<file path="config.mk">
export PLATFORM = sky130hd
export DESIGN_NAME = serial_mem_target
export DESIGN_NICKNAME = d
export VERILOG_FILES = /design/src/rtl/smt_pkg.sv /design/src/rtl/smt_line_sync.sv /design/src/rtl/smt_bus_cond.sv /design/src/rtl/smt_addr_ctr.sv /design/src/rtl/serial_mem_target.sv
export SDC_FILE = /design/constraint.sdc
export NUM_CORES = 1
export LEC_CHECK = 0
export BUFFER_PORTS_ARGS = -buffer_cell sky130_fd_sc_hd__buf_4
export CAP_MARGIN = 0
export CORE_ASPECT_RATIO = 0.7
export CORE_MARGIN = 5
export CORE_UTILIZATION = 49
export CTS_CLUSTER_DIAMETER = 200
export DETAILED_ROUTE_END_ITERATION = 10
export MAX_ROUTING_LAYER = met4
export PLACE_DENSITY = 0.69
export SLEW_MARGIN = 20
export SYNTH_ARGS = -nofsm -noshare
export SYNTH_HDL_FRONTEND = slang
export SYNTH_HIERARCHICAL = 1
export SYNTH_SLANG_ARGS = --single-unit
</file>
<file path="constraint.sdc">
create_clock -name clk -period 7.68 [get_ports clk]
set_input_delay 0.768 -clock clk [delete_from_list [all_inputs] [get_ports clk]]
set_output_delay 0.768 -clock clk [all_outputs]
set_load 0.005 [all_outputs]
</file>
<file path="src/rtl/smt_pkg.sv">
package smt_pkg;

    localparam logic [3:0] SEL_TAG = 4'b1010;

    typedef enum logic [2:0] {
        ST_IDLE = 3'd0,
        ST_SEL  = 3'd1,
        ST_PHI  = 3'd2,
        ST_PLO  = 3'd3,
        ST_WDAT = 3'd4,
        ST_RDAT = 3'd5
    } smt_state_e;

endpackage

</file>
<file path="src/rtl/smt_line_sync.sv">
module smt_line_sync #(
    parameter int LINES  = 2,
    parameter int STAGES = 2
) (
    input  logic             clk,
    input  logic             rst_n,
    input  logic [LINES-1:0] raw,
    output logic [LINES-1:0] now_s,
    output logic [LINES-1:0] prev_s
);

    for (genvar i = 0; i < LINES; i++) begin : g_line
        logic [STAGES:0] chain_d, chain_q;

        always_comb begin
            chain_d = {chain_q[STAGES-1:0], raw[i]};
        end

        always_ff @(posedge clk or negedge rst_n) begin
            if (!rst_n) chain_q <= '1;
            else        chain_q <= chain_d;
        end

        assign now_s[i]  = chain_q[STAGES-1];
        assign prev_s[i] = chain_q[STAGES];
    end

endmodule

</file>
<file path="src/rtl/smt_bus_cond.sv">
module smt_bus_cond (
    input  logic scl_now,
    input  logic scl_prev,
    input  logic sda_now,
    input  logic sda_prev,
    output logic ev_start,
    output logic ev_stop,
    output logic ev_rise,
    output logic ev_fall
);

    always_comb begin
        ev_start = scl_now & scl_prev & sda_prev & ~sda_now;
        ev_stop  = scl_now & scl_prev & ~sda_prev & sda_now;
        ev_rise  = scl_now & ~scl_prev;
        ev_fall  = ~scl_now & scl_prev;
    end

endmodule

</file>
<file path="src/rtl/smt_addr_ctr.sv">
module smt_addr_ctr #(
    parameter int ADDR_W = 13,
    parameter int PAGE_W = 5
) (
    input  logic              clk,
    input  logic              rst_n,
    input  logic              ld_hi,
    input  logic              ld_lo,
    input  logic [ADDR_W-9:0] hi_bits,
    input  logic [7:0]        lo_bits,
    input  logic              step_page,
    input  logic              step_all,
    output logic [ADDR_W-1:0] addr
);

    logic [ADDR_W-1:0] addr_d, addr_q;
    logic [ADDR_W-1:0] page_next;

    if (PAGE_W >= ADDR_W) begin : g_flat
        assign page_next = addr_q + 1'b1;
    end else begin : g_paged
        assign page_next = {addr_q[ADDR_W-1:PAGE_W], addr_q[PAGE_W-1:0] + 1'b1};
    end

    always_comb begin
        addr_d = addr_q;
        if (ld_hi)          addr_d[ADDR_W-1:8] = hi_bits;
        else if (ld_lo)     addr_d[7:0]        = lo_bits;
        else if (step_page) addr_d             = page_next;
        else if (step_all)  addr_d             = addr_q + 1'b1;
    end

    always_ff @(posedge clk or negedge rst_n) begin
        if (!rst_n) addr_q <= '0;
        else        addr_q <= addr_d;
    end

    assign addr = addr_q;

    if (PAGE_W < ADDR_W) begin : g_chk_page
        AST_PAGE_ROW_HELD: assert property (@(posedge clk) disable iff (!rst_n) step_page |=> $stable(addr_q[ADDR_W-1:PAGE_W]));
    end
    AST_TOP_WRAPS_ZERO: assert property (@(posedge clk) disable iff (!rst_n) (step_all && !step_page && !ld_hi && !ld_lo && (&addr_q)) |=> (addr_q == '0));

endmodule

</file>
<file path="src/rtl/serial_mem_target.sv">
module serial_mem_target
    import smt_pkg::*;
#(
    parameter int ADDR_W    = 13,
    parameter int PAGE_W    = 5,
    parameter int SYNC_STGS = 2
) (
    input  logic              clk,
    input  logic              rst_n,
    input  logic              scl_i,
    input  logic              sda_i,
    output logic              sda_oe,
    input  logic [2:0]        dev_sel,
    input  logic              wr_lock,
    output logic              buf_load,
    output logic [ADDR_W-1:0] buf_addr,
    output logic [7:0]        buf_data,
    output logic              buf_commit,
    input  logic              mem_busy,
    output logic [ADDR_W-1:0] rd_addr,
    input  logic [7:0]        rd_data
);

    localparam int          HI_W     = ADDR_W - 8;
    localparam logic [3:0]  ACK_SLOT = 4'd8;
    localparam logic [3:0]  ACK_HIGH = 4'd9;

    typedef struct packed {
        smt_state_e        state;
        logic [3:0]        cnt;
        logic [7:0]        sr;
        logic [7:0]        tx;
        logic              oe;
        logic              rd;
        logic              mack;
        logic              wp;
        logic              dirty;
        logic              load;
        logic              commit;
        logic [7:0]        ld_data;
        logic [ADDR_W-1:0] ld_addr;
    } eng_t;

    eng_t eng_d, eng_q;

    logic scl_s, scl_p, sda_s, sda_p;
    logic ev_start, ev_stop, ev_rise, ev_fall;
    logic ld_hi, ld_lo, step_page, step_all;
    logic [ADDR_W-1:0] ptr;
    logic sel_hit;

    smt_line_sync #(.LINES(2), .STAGES(SYNC_STGS)) u_sync (
        .clk    (clk),
        .rst_n  (rst_n),
        .raw    ({scl_i, sda_i}),
        .now_s  ({scl_s, sda_s}),
        .prev_s ({scl_p, sda_p})
    );

    smt_bus_cond u_cond (
        .scl_now  (scl_s),
        .scl_prev (scl_p),
        .sda_now  (sda_s),
        .sda_prev (sda_p),
        .ev_start (ev_start),
        .ev_stop  (ev_stop),
        .ev_rise  (ev_rise),
        .ev_fall  (ev_fall)
    );

    smt_addr_ctr #(.ADDR_W(ADDR_W), .PAGE_W(PAGE_W)) u_ptr (
        .clk       (clk),
        .rst_n     (rst_n),
        .ld_hi     (ld_hi),
        .ld_lo     (ld_lo),
        .hi_bits   (eng_q.sr[HI_W-1:0]),
        .lo_bits   (eng_q.sr),
        .step_page (step_page),
        .step_all  (step_all),
        .addr      (ptr)
    );

    assign sel_hit = (eng_q.sr[7:4] == SEL_TAG) && (eng_q.sr[3:1] == dev_sel) && !mem_busy;

    always_comb begin
        eng_d        = eng_q;
        eng_d.load   = 1'b0;
        eng_d.commit = 1'b0;
        ld_hi        = 1'b0;
        ld_lo        = 1'b0;
        step_page    = 1'b0;
        step_all     = 1'b0;

        if (ev_start) begin
            eng_d.state = ST_SEL;
            eng_d.cnt   = '0;
            eng_d.oe    = 1'b0;
        end else if (ev_stop) begin
            eng_d.state = ST_IDLE;
            eng_d.cnt   = '0;
            eng_d.oe    = 1'b0;
            if (eng_q.dirty) begin
                eng_d.commit = 1'b1;
                eng_d.dirty  = 1'b0;
            end
        end else if (eng_q.state != ST_IDLE) begin
            if (ev_rise) begin
                if (eng_q.cnt < ACK_SLOT) begin
                    eng_d.cnt = eng_q.cnt + 4'd1;
                    if (eng_q.state != ST_RDAT) eng_d.sr = {eng_q.sr[6:0], sda_s};
                end else if (eng_q.cnt == ACK_HIGH && eng_q.state == ST_RDAT) begin
                    eng_d.mack = !sda_s;
                end
            end else if (ev_fall) begin
                if (eng_q.state == ST_RDAT) begin
                    if (eng_q.cnt != 4'd0 && eng_q.cnt < ACK_SLOT) begin
                        eng_d.tx = {eng_q.tx[6:0], eng_q.tx[7]};
                        eng_d.oe = !eng_q.tx[6];
                    end else if (eng_q.cnt == ACK_SLOT) begin
                        eng_d.oe  = 1'b0;
                        eng_d.cnt = ACK_HIGH;
                        step_all  = 1'b1;
                    end else if (eng_q.cnt == ACK_HIGH) begin
                        eng_d.cnt = '0;
                        if (eng_q.mack) begin
                            eng_d.tx = rd_data;
                            eng_d.oe = !rd_data[7];
                        end else begin
                            eng_d.state = ST_IDLE;
                            eng_d.oe    = 1'b0;
                        end
                    end
                end else if (eng_q.cnt == ACK_SLOT) begin
                    eng_d.cnt = ACK_HIGH;
                    case (eng_q.state)
                        ST_SEL: begin
                            if (sel_hit) begin
                                eng_d.oe = 1'b1;
                                eng_d.rd = eng_q.sr[0];
                            end else begin
                                eng_d.state = ST_IDLE;
                                eng_d.cnt   = '0;
                            end
                        end
                        ST_PHI: begin
                            eng_d.oe = 1'b1;
                            ld_hi    = 1'b1;
                        end
                        ST_PLO: begin
                            eng_d.oe = 1'b1;
                            ld_lo    = 1'b1;
                        end
                        ST_WDAT: begin
                            if (eng_q.wp) begin
                                eng_d.state = ST_IDLE;
                                eng_d.cnt   = '0;
                            end else begin
                                eng_d.oe      = 1'b1;
                                eng_d.load    = 1'b1;
                                eng_d.ld_addr = ptr;
                                eng_d.ld_data = eng_q.sr;
                                eng_d.dirty   = 1'b1;
                                step_page     = 1'b1;
                            end
                        end
                        default: ;
                    endcase
                end else if (eng_q.cnt == ACK_HIGH) begin
                    eng_d.oe  = 1'b0;
                    eng_d.cnt = '0;
                    case (eng_q.state)
                        ST_SEL: begin
                            if (eng_q.rd) begin
                                eng_d.state = ST_RDAT;
                                eng_d.tx    = rd_data;
                                eng_d.oe    = !rd_data[7];
                            end else begin
                                eng_d.state = ST_PHI;
                            end
                        end
                        ST_PHI: eng_d.state = ST_PLO;
                        ST_PLO: begin
                            eng_d.state = ST_WDAT;
                            eng_d.wp    = wr_lock;
                        end
                        default: ;
                    endcase
                end
            end
        end
    end

    always_ff @(posedge clk or negedge rst_n) begin
        if (!rst_n) eng_q <= '0;
        else        eng_q <= eng_d;
    end

    assign sda_oe     = eng_q.oe;
    assign buf_load   = eng_q.load;
    assign buf_addr   = eng_q.ld_addr;
    assign buf_data   = eng_q.ld_data;
    assign buf_commit = eng_q.commit;
    assign rd_addr    = ptr;

    AST_IDLE_RELEASED: assert property (@(posedge clk) disable iff (!rst_n) (eng_q.state == ST_IDLE) |-> !sda_oe);
    AST_PULL_AFTER_FALL: assert property (@(posedge clk) disable iff (!rst_n) $rose(sda_oe) |-> $past(ev_fall));
    AST_BUSY_SILENT: assert property (@(posedge clk) disable iff (!rst_n) (eng_q.state == ST_SEL && eng_q.cnt == ACK_SLOT && ev_fall && mem_busy) |=> !sda_oe);
    AST_LOCK_NO_LOAD: assert property (@(posedge clk) disable iff (!rst_n) buf_load |-> !eng_q.wp);
    AST_COMMIT_ON_STOP: assert property (@(posedge clk) disable iff (!rst_n) buf_commit |-> $past(ev_stop));
    AST_STROBES_APART: assert property (@(posedge clk) disable iff (!rst_n) !(buf_load && buf_commit));

endmodule

</file>
Yosys cells after proc, flatten, opt, wreduce, memory -nomap -nowiden
Cells that the tools add are included.
{"block": "classes", "add_sub_neg": 3, "magnitude_cmp": 1, "n_eq_ne": 31, "n_mux": 107, "bitwise": 19, "reduce_logical": 43}
{"cell": "two-way mux 21 bit", "count": 8}
{"cell": "two-way mux 7 bit", "count": 10}
{"cell": "two-way mux 9 bit", "count": 6}
{"cell": "two-way mux 1 bit", "count": 52}
{"cell": "two-way mux 8 bit", "count": 6}
{"cell": "two-way mux 29 bit", "count": 1}
{"cell": "AND reduction 9 bit", "count": 3}
{"cell": "two-way mux 13 bit", "count": 2}
{"cell": "AND reduction 12 bit", "count": 2}
{"cell": "two-way mux 23 bit", "count": 1}
{"cell": "two-way mux 3 bit", "count": 7}
{"cell": "two-way mux 10 bit", "count": 2}
{"cell": "nonzero test 2 bit", "count": 10}
{"cell": "AND reduction 6 bit", "count": 3}
{"cell": "AND reduction 8 bit", "count": 2}
{"cell": "!= test 5 bit (second input constant)", "count": 3}
{"cell": "!= test 2 bit (second input constant)", "count": 7}
{"cell": "case mux 7 bit (2 select lines)", "count": 1}
{"cell": "adder 13 x 1 -> 13 bit (second input constant)", "count": 1}
{"cell": "equality test 4 bit (second input constant)", "count": 3}
{"cell": "two-way mux 12 bit", "count": 1}
{"cell": "!= test 4 bit (second input constant)", "count": 3}
{"cell": "!= test 6 bit (second input constant)", "count": 2}
{"cell": "NOT 1 bit", "count": 12}
{"cell": "29 further kinds", "count": 56}
{"block": "totals", "regBits": 70, "in_bits": 17, "output_inout_bits": 37, "word_cells": 222}

Depth between registers and ports, before layout
Gate-level depths: netlist (run 1).
{"block": "depth", "depth_word": 13, "ltp_mapped": 13, "mapped_depth_nobuf": 9}

Modules after synthesis
Netlist (run 1), hierarchy kept.
{"module": "serial_mem_target", "n_inst": 1, "cells_per_inst": 254, "area_each_um2": 2780.2, "seq_area_each_um2": 1276.2}
{"module": "smt_addr_ctr", "n_inst": 1, "cells_per_inst": 92, "area_each_um2": 824.5, "seq_area_each_um2": 325.3}
{"module": "smt_line_sync", "n_inst": 1, "cells_per_inst": 10, "area_each_um2": 187.7, "seq_area_each_um2": 157.7}
{"module": "smt_bus_cond", "n_inst": 1, "cells_per_inst": 4, "area_each_um2": 32.5, "seq_area_each_um2": 0.0}

Least setup slack after synthesis (run 1)
No wires, ideal clock.
{"block": "synth_timing", "kind": "flip-flop to flip-flop", "startpoint": "reg u_sync.g_line[0].chain_q[1]", "endpoint": "reg u_ptr.addr_q[10], in the netlist u_ptr/addr[10]", "setup_ns": 0.078, "arrival_ns": 2.742, "required_time_ns": 7.602, "path_slack_ns": 4.860, "path_stages_with_launch": 12, "n_path_buf": 2, "period_less_slack_ns": 2.820, "cell_sequence": "dfstp_2 -> buf_4 -> and4b_1 -> or2_2 -> buf_2 -> nor3_1 -> nand2_1 -> nor2_1 -> or3b_1 -> a211o_1 -> o21ai_1 -> a21boi_1"}
{"block": "synth_between", "elab_chain_len": 5, "elab_cells_between_ends": 16, "classes_between": "2 x eq/ne; 9 x mux; 3 x bitwise; 2 x reduce/logical"}
{"item": "start, declared", "line_no": "smt_line_sync.sv:13", "text": "logic [STAGES:0] chain_d, chain_q;"}
{"item": "start signal, assigned", "line_no": "smt_line_sync.sv:21", "text": "else chain_q <= chain_d;"}
{"item": "NOT 1 bit", "line_no": "smt_bus_cond.sv:13", "text": "ev_start = scl_now & scl_prev & sda_prev & ~sda_now;"}
{"item": "bitwise AND 1 bit", "line_no": "smt_bus_cond.sv:13"}
{"item": "net ev_start", "line_no": "serial_mem_target.sv:47", "text": "logic ev_start, ev_stop, ev_rise, ev_fall;"}
{"item": "two-way mux 1 bit", "line_no": "serial_mem_target.sv:94", "text": "if (ev_start) begin"}
{"item": "net step_all", "line_no": "serial_mem_target.sv:48", "text": "logic ld_hi, ld_lo, step_page, step_all;"}
{"item": "nonzero test 2 bit (no source line)"}
{"item": "AND reduction 3 bit (no source line)"}
{"item": "end signal, assigned", "line_no": "smt_addr_ctr.sv:35", "text": "else addr_q <= addr_d;"}
{"item": "end, declared", "line_no": "smt_addr_ctr.sv:16", "text": "logic [ADDR_W-1:0] addr_d, addr_q;"}
The timed path passes the listed nets, and every way through them passes these cells.
A chain may end at the register's enable or synchronous reset.

Final worst setup path (run 1)
{"block": "layout_timing", "startpoint": "reg u_sync.g_line[0].chain_q[1]", "endpoint": "reg u_ptr.addr_q[4], in the netlist u_ptr/addr[4]"}
{"block": "layout_between", "elab_chain_len": 5, "elab_cells_between_ends": 16, "classes_between": "10 x mux; 4 x bitwise; 2 x reduce/logical"}
{"item": "NOT 1 bit *", "line_no": "smt_bus_cond.sv:13"}
{"item": "bitwise AND 1 bit *", "line_no": "smt_bus_cond.sv:13"}
{"item": "net ev_start", "line_no": "serial_mem_target.sv:47"}
{"item": "two-way mux 1 bit *", "line_no": "serial_mem_target.sv:94"}
{"item": "net ld_lo", "line_no": "serial_mem_target.sv:48"}
{"item": "nonzero test 3 bit (no source line)"}
{"item": "AND reduction 2 bit (no source line)"}
The timed path passes the listed nets; every way through them passes the cells marked *. The select of a mux whose other input is x is not followed.

==> results of run 1 <==
-- registers in the layout, indices dropped and copies added (netlist names) --
register,count
buf_addr,13
buf_commit,1
buf_data,8
buf_load,1
eng_q,27
sda_oe,1
u_ptr/addr,13
u_sync/g_line.chain_q,6
-- kinds of logic after synthesis --
logic type	share of synthesized area, %
AOI/OAI and AO/OA	13.35
buffers and inverters	7.589
xor gates and xnor gates	1.603
and+or+nand+nor	16.19
muxes	13.97
adders and majority gates	1.309
DFF	45.99
-- worst min-delay path by stage --
stage	cells past startpoint	endpoint	start	slack, ps
floorplan	0	u_sync/g_line[0].chain_q[1]	u_sync/g_line[0].chain_q[0]	350
global placement	0	u_sync/g_line[1].chain_q[1]	u_sync/g_line[1].chain_q[0]	350
detailed placement	0	u_sync/g_line[0].chain_q[1]	u_sync/g_line[0].chain_q[0]	350
CTS	0	u_sync/g_line[0].chain_q[1]	u_sync/g_line[0].chain_q[0]	360
global route	0	u_sync/g_line[0].chain_q[1]	u_sync/g_line[0].chain_q[0]	370
finish	0	u_sync/g_line[0].chain_q[1]	u_sync/g_line[0].chain_q[0]	360
-- cell usage in the layout, fill, tap and decap left out, types with 6 or more instances in the layout --
| master | Yosys | final |
|---|---|---|
| nor2_1 | 20 | 20 |
| a21oi_1 | 15 | 15 |
| a22o_1 | 11 | 11 |
| dfstp_2 | 6 | 6 |
| nor2b_1 | 7 | 7 |
| buf_4 | 26 | 53 |
| nor3_1 | 10 | 9 |
| inv_1 | 9 | 9 |
| nand2b_1 | 8 | 8 |
| nand2_1 | 23 | 23 |
| clkbuf_8 | 0 | 9 |
| dfrtp_1 | 64 | 64 |
| mux2_2 | 43 | 43 |
| o21ai_0 | 11 | 11 |
-- per-layer routing --
metal	part of all wire (%)	wire, um
met1	50	4268
met2	41	3483
met3	8.0	675
met4	0.46	39
met5	0	0
-- final cells by class --
type | count | share of cell area, %
clock inverters | 7 | 1.714
multi-input cells | 243 | 41.34
flip-flops and latches | 70 | 40.85
clock buffers | 9 | 2.876
well taps | 101 | 2.934
inverters | 9 | 0.7844
repair buffers | 54 | 9.500
-- metrics by stage --
stage	instances	util, %	setup WS, ps	hold slack, ps
finish	493	55.67	3976	358.2
global route	493	55.67	3678	367.1
global placement	476	52.90	4234	345.9
CTS	492	55.46	3995	359.2
floorplan	360	-	4860	345.2
detailed placement	476	52.90	4013	348.2
-- report_power, final --
group / leakage [nW] / switching (W) / internal (W)
Clock: 0.0879 / 0.000150 / 0.000150
Combinational: 0.973 / 0.0000965 / 0.0000753
Sequential: 0.951 / 0.0000546 / 0.000392
Total: 2.01 / 0.000301 / 0.000618
==> flow_metrics.env, run 1 <==
export IMPL_grt_pass1_wl_um=14410
export IMPL_p_leak_nw=2.011
export IMPL_cp_required_ps=7910
export IMPL_worst_path_stages=9
export IMPL_hold_path_class="flip-flop to flip-flop"
export IMPL_antenna_left=0
export IMPL_synthCells=360
export IMPL_grt_use_met3_pct=5.145
export IMPL_fillers=683
export IMPL_nets=408
export IMPL_cts_sinks=70
export IMPL_vias=2816
export IMPL_ys_ff_latch=70
export IMPL_grt_usage_pct=19.05
export IMPL_coreArea_sq_um=7736
export IMPL_status="finished, final reports clean"
export IMPL_met2_usage_pct=24.84
export IMPL_grt_max_degree=71
export IMPL_synth_largest_area_cell="dfrtp_1"
export IMPL_rsz0062_at_grt="no"
export IMPL_finalSetupTns_ps=0
export IMPL_clk_latency_ps=340
export IMPL_gr_max_usage_layer="met1"
export IMPL_slowest_stage="nor2_1"
export IMPL_maxSlewHeadroom_pct=29.87
export IMPL_cp_max_fo=17
export IMPL_peakVddDrop_uv=114.7
export IMPL_drtIter0Drc=245
export IMPL_viasPerCell=5.712
export IMPL_r2r_start="u_sync/g_line[0].chain_q[1]"
export IMPL_synth_area_sq_um=3825
export IMPL_hold_viol_final=0
export IMPL_antenna_found_initial=0
export IMPL_drtPass1Iterations=4
export IMPL_async_reset_ff_share_pct=100.0
export IMPL_fp_dieArea_sq_um=9701
export IMPL_timing_critical_path_from="u_sync/g_line[0].chain_q[1]"
export IMPL_regArea_sq_um=1759
export IMPL_synthFlopType="dfrtp_1"
export IMPL_max_cap_violations=0
export IMPL_start_kind="flip-flop"
export IMPL_cts_root_buf="clkbuf_8"
export IMPL_clock_skew_ps=11.12
export IMPL_cpPeakStageDelay_ps=840
export IMPL_clk_pin_slew_worst_paths_ps=80
export IMPL_synth_nets=381
export IMPL_syn_to_final_growth_pct=12.59
export IMPL_ys_types=63
export IMPL_tightest_slew_ps=1048
export IMPL_start_util_pct=49.44
export IMPL_gp_congestion=0.9119
export IMPL_hold_buffers=0
export IMPL_multiInputGateArea_sq_um=1780
export IMPL_critPathKind="flip-flop to flip-flop"
export IMPL_cp_endpoint="u_ptr/addr[4]"
export IMPL_path_cells="and4b_1 > or2_2 > nor3_1 > nand2_1 > nor2_1 > or2_1 > o21a_1 > a21oi_1 > o211a_1"
export IMPL_pwr_density_cell_nw_per_um2=213.4
export IMPL_io_buffers=53
export IMPL_fin_crit_ps=3704
export IMPL_antenna_cells=0
export IMPL_setup_viol=0
export IMPL_rr_worst_depth=9
export IMPL_synth_edf_count=0
export IMPL_cp_arrival_ps=3940
export IMPL_ys_top_cells_by_area="dfrtp_1 (42%), mux2_2 (13%), buf_4 (5.1%)"
export IMPL_r2r_end="u_ptr/addr[4]"
export IMPL_synth_most_common_cell="dfrtp_1"
export IMPL_dpl_hpwl_um=6112
export IMPL_dpl_cell_area_sq_um=4093
export IMPL_drive_gt1_share_pct=32.14
export IMPL_synth_seq_area_share_pct=45.99
export IMPL_max_freq_ghz=0.2699
export IMPL_yosys_warnings=6
export IMPL_cts_repair_resized=0
export IMPL_drt_total_wl_um=8466
export IMPL_die_h_um=83.92
export IMPL_detail_route_wl_per_cell_um=17.17
export IMPL_io_pins=54
export IMPL_drv_slew=0
export IMPL_cp_end_kind="flip-flop"
export IMPL_grt_pass1_vias=2733
export IMPL_row_count=27
export IMPL_htree_levels=3
export IMPL_die_w_um=115.6
export IMPL_synthTopCellsByCount="dfrtp_1 (64), mux2_2 (43), buf_4 (26)"
export IMPL_postCtsSetupRepairBufs=0
export IMPL_grt_overflow=0
export IMPL_clock_path_buffers=2
export IMPL_drc_errors=0
export IMPL_crit_family="simple AND/OR/NAND/NOR gates"
export IMPL_synth_top_area_share_pct=41.87
export IMPL_period_share_pct=48.24
export IMPL_globalRouteMet1Util_pct=29.48
export IMPL_crit_buf_inv=0
export IMPL_rrSetupSlack_ps=3980
export IMPL_fin_area_sq_um=4307
export IMPL_avgSynthCellArea_sq_um=10.62
export IMPL_p_total_w=0.0009190
export IMPL_cts_tree="done"
export IMPL_cts_buffers=9
No activity file was read; power rests on OpenSTA's default activity.
==> inputs of run 2 (changes only) <==
==> constraint.sdc (replaced) <==
create_clock -name clk -period 3.5 [get_ports clk]
set_input_delay 0.35 -clock clk [delete_from_list [all_inputs] [get_ports clk]]
set_output_delay 0.35 -clock clk [all_outputs]
set_load 0.005 [all_outputs]
==> run 2 against run 1 <==
Count of clock-buffer cells in the layout stayed put. Clock skew is 2.9 ps higher. Register-to-register slack worse by 3700 ps. Final area hardly changed. Wire length is 1.7% higher. Global-route usage hardly changed. Worst hold slack worse by 240 ps. Combinational power is 130% higher. Die area stayed put. Non-clock buffer count is 3 higher. Clock power is 100% higher. Largest power group unchanged. First-iteration DRC count is 4.1% lower.
==> flow_metrics.env, run 2 (same netlist as run 1, synthesis figures left out) <==
export IMPL_fin_area_sq_um=4304
export IMPL_cp_end_kind="flip-flop"
export IMPL_p_comb_share_pct=19.9
export IMPL_coreArea_sq_um=7736
export IMPL_crit_family="simple AND/OR/NAND/NOR gates"
export IMPL_finalSetupTns_ps=0
export IMPL_drt_total_wl_um=8608
export IMPL_grt_max_degree=71
export IMPL_detail_route_wl_per_cell_um=17.35
export IMPL_cp_max_fo=10
export IMPL_fp_dieArea_sq_um=9701
export IMPL_nets=411
export IMPL_dp_cells=480
export IMPL_fin_crit_ps=3188
export IMPL_io_pins=54
export IMPL_cp_required_ps=3730
export IMPL_rsz0062_at_grt="no"
export IMPL_grt_pass1_wl_um=14210
export IMPL_top_register="eng_q"
export IMPL_path_cells="and4b_1 > or2_2 > nor3_1 > nand2_1 > nor2_1 > or2_1 > o21a_1 > a21oi_1 > o211a_1"
export IMPL_setup_viol=0
export IMPL_clock_path_buffers=2
export IMPL_peakVddDrop_uv=251.9
export IMPL_layout_cells_non_filler=496
export IMPL_cpPeakStageDelay_ps=560
export IMPL_drv_slew=0
export IMPL_slowest_stage="dfstp_2"
export IMPL_sw_frac_of_total_pct=34.03
export IMPL_die_h_um=83.92
export IMPL_clk_latency_ps=340
export IMPL_p_clk_share_pct=30.7
export IMPL_crit_buf_inv=0
export IMPL_vias=2868
export IMPL_tightest_slew_ps=863.3
export IMPL_syn_to_final_growth_pct=12.53
export IMPL_row_count=27
export IMPL_period_share_pct=91.08
export IMPL_maxSlewHeadroom_pct=42.44
export IMPL_cp_arrival_ps=3410
export IMPL_grt_usage_pct=19.03
export IMPL_final_cell_mix="dfrtp_1 (64), buf_4 (57), mux2_2 (43)"
export IMPL_pwr_density_cell_nw_per_um2=456.5
export IMPL_hold_buffers=0
export IMPL_clock_skew_ps=14.07
export IMPL_drive_gt1_share_pct=32.41
export IMPL_pwr_share_seq_pct=49.4
export IMPL_dp_slack_ps=404.6
export IMPL_max_freq_ghz=0.3137
export IMPL_internal_power_w=0.001296
export IMPL_start_util_pct=49.44
export IMPL_drtIter0Drc=235
export IMPL_critPathKind="flip-flop to flip-flop"
export IMPL_final_common_cell="dfrtp_1"
export IMPL_drc_errors=0
export IMPL_grt_overflow=0
export IMPL_dpl_cell_area_sq_um=4123
export IMPL_viasPerCell=5.782
export IMPL_antenna_found_initial=0
export IMPL_cts_sinks=70
export IMPL_grt_pass1_vias=2738
export IMPL_antenna_cells=0
export IMPL_power_switching_w=0.0006687
export IMPL_cts_tree="done"
export IMPL_die_w_um=115.6
export IMPL_p_leak_nw=2.026
export IMPL_dpl_hpwl_um=6294
export IMPL_max_cap_violations=0
export IMPL_status="finished, final reports clean"
export IMPL_cts_buffers=9
export IMPL_antenna_left=0
export IMPL_setup_ws_ps=312.3
export IMPL_gp_congestion=0.9623
export IMPL_drtPass1Iterations=5
export IMPL_io_buffers=53
export IMPL_start_kind="flip-flop"
export IMPL_hold_viol_final=0
export IMPL_postCtsSetupRepairBufs=0
export IMPL_htree_levels=3
export IMPL_largest_reg_flops=27
export IMPL_cts_repair_resized=0
export IMPL_clk_pin_slew_worst_paths_ps=80
export IMPL_hold_path_class="primary input to async pin"
export IMPL_cts_root_buf="clkbuf_8"
-- run 2: worst paths after layout --
kind,startpoint,end,slack (ps),cells past startpoint
setup / recovery,u_sync/g_line[0].chain_q[1],u_ptr/addr[4],310,9
hold / removal,rst_n,buf_data[5],120,1
setup reg to reg,u_sync/g_line[0].chain_q[1],u_ptr/addr[4],310,9
hold reg to reg,u_sync/g_line[1].chain_q[0],u_sync/g_line[1].chain_q[1],360,0
max in group asynchronous,rst_n,buf_commit,2810,1
min in group clk,sda_i,u_sync/g_line[0].chain_q[0],120,1
-- run 2: power groups by stage --
stage	registers (W)	clock network, W	logic, W
5_1_grt	0.000985	0.000664	0.000435
4_1_cts	0.000970	0.000623	0.000386
6_report	0.000971	0.000603	0.000391
3_5_place_dp	0.000985	0	0.000385
2_1_floorplan	0.000924	0	0.000318
3_3_place_gp	0.000980	0	0.000381
-- run 2: layout make-up --
class	count	area (sq um)
Inverter	9	33.78
Timing Repair Buffer	57	427.9
Clock inverter	7	57.56
Clock buffer	9	123.9
Tap cell	101	126.4
Sequential cell	70	1759
Multi-Input combinational cell	243	1775
Fill cell	683	3432
-- run 2: metal layers --
layer  vias to the layer above  wire, um  global-route usage (%)
met1                      1400      4225                   28.50
met4                         0       104                   4.904
met2                        99      3620                   25.53
met5                         -         0                       -
met3                        12       658                   4.710
li1                       1357         -                       -
-- run 2: through the flow --
step	hold slack, ps	total power, W	util, %
4_1_cts	94.59	0.001980	55.64
6_report	116.3	0.001965	55.64
5_1_grt	86.06	0.002083	55.64
2_1_floorplan	54.41	0.001243	-
3_3_place_gp	346.2	0.001361	53.29
3_5_place_dp	348.2	0.001370	53.29
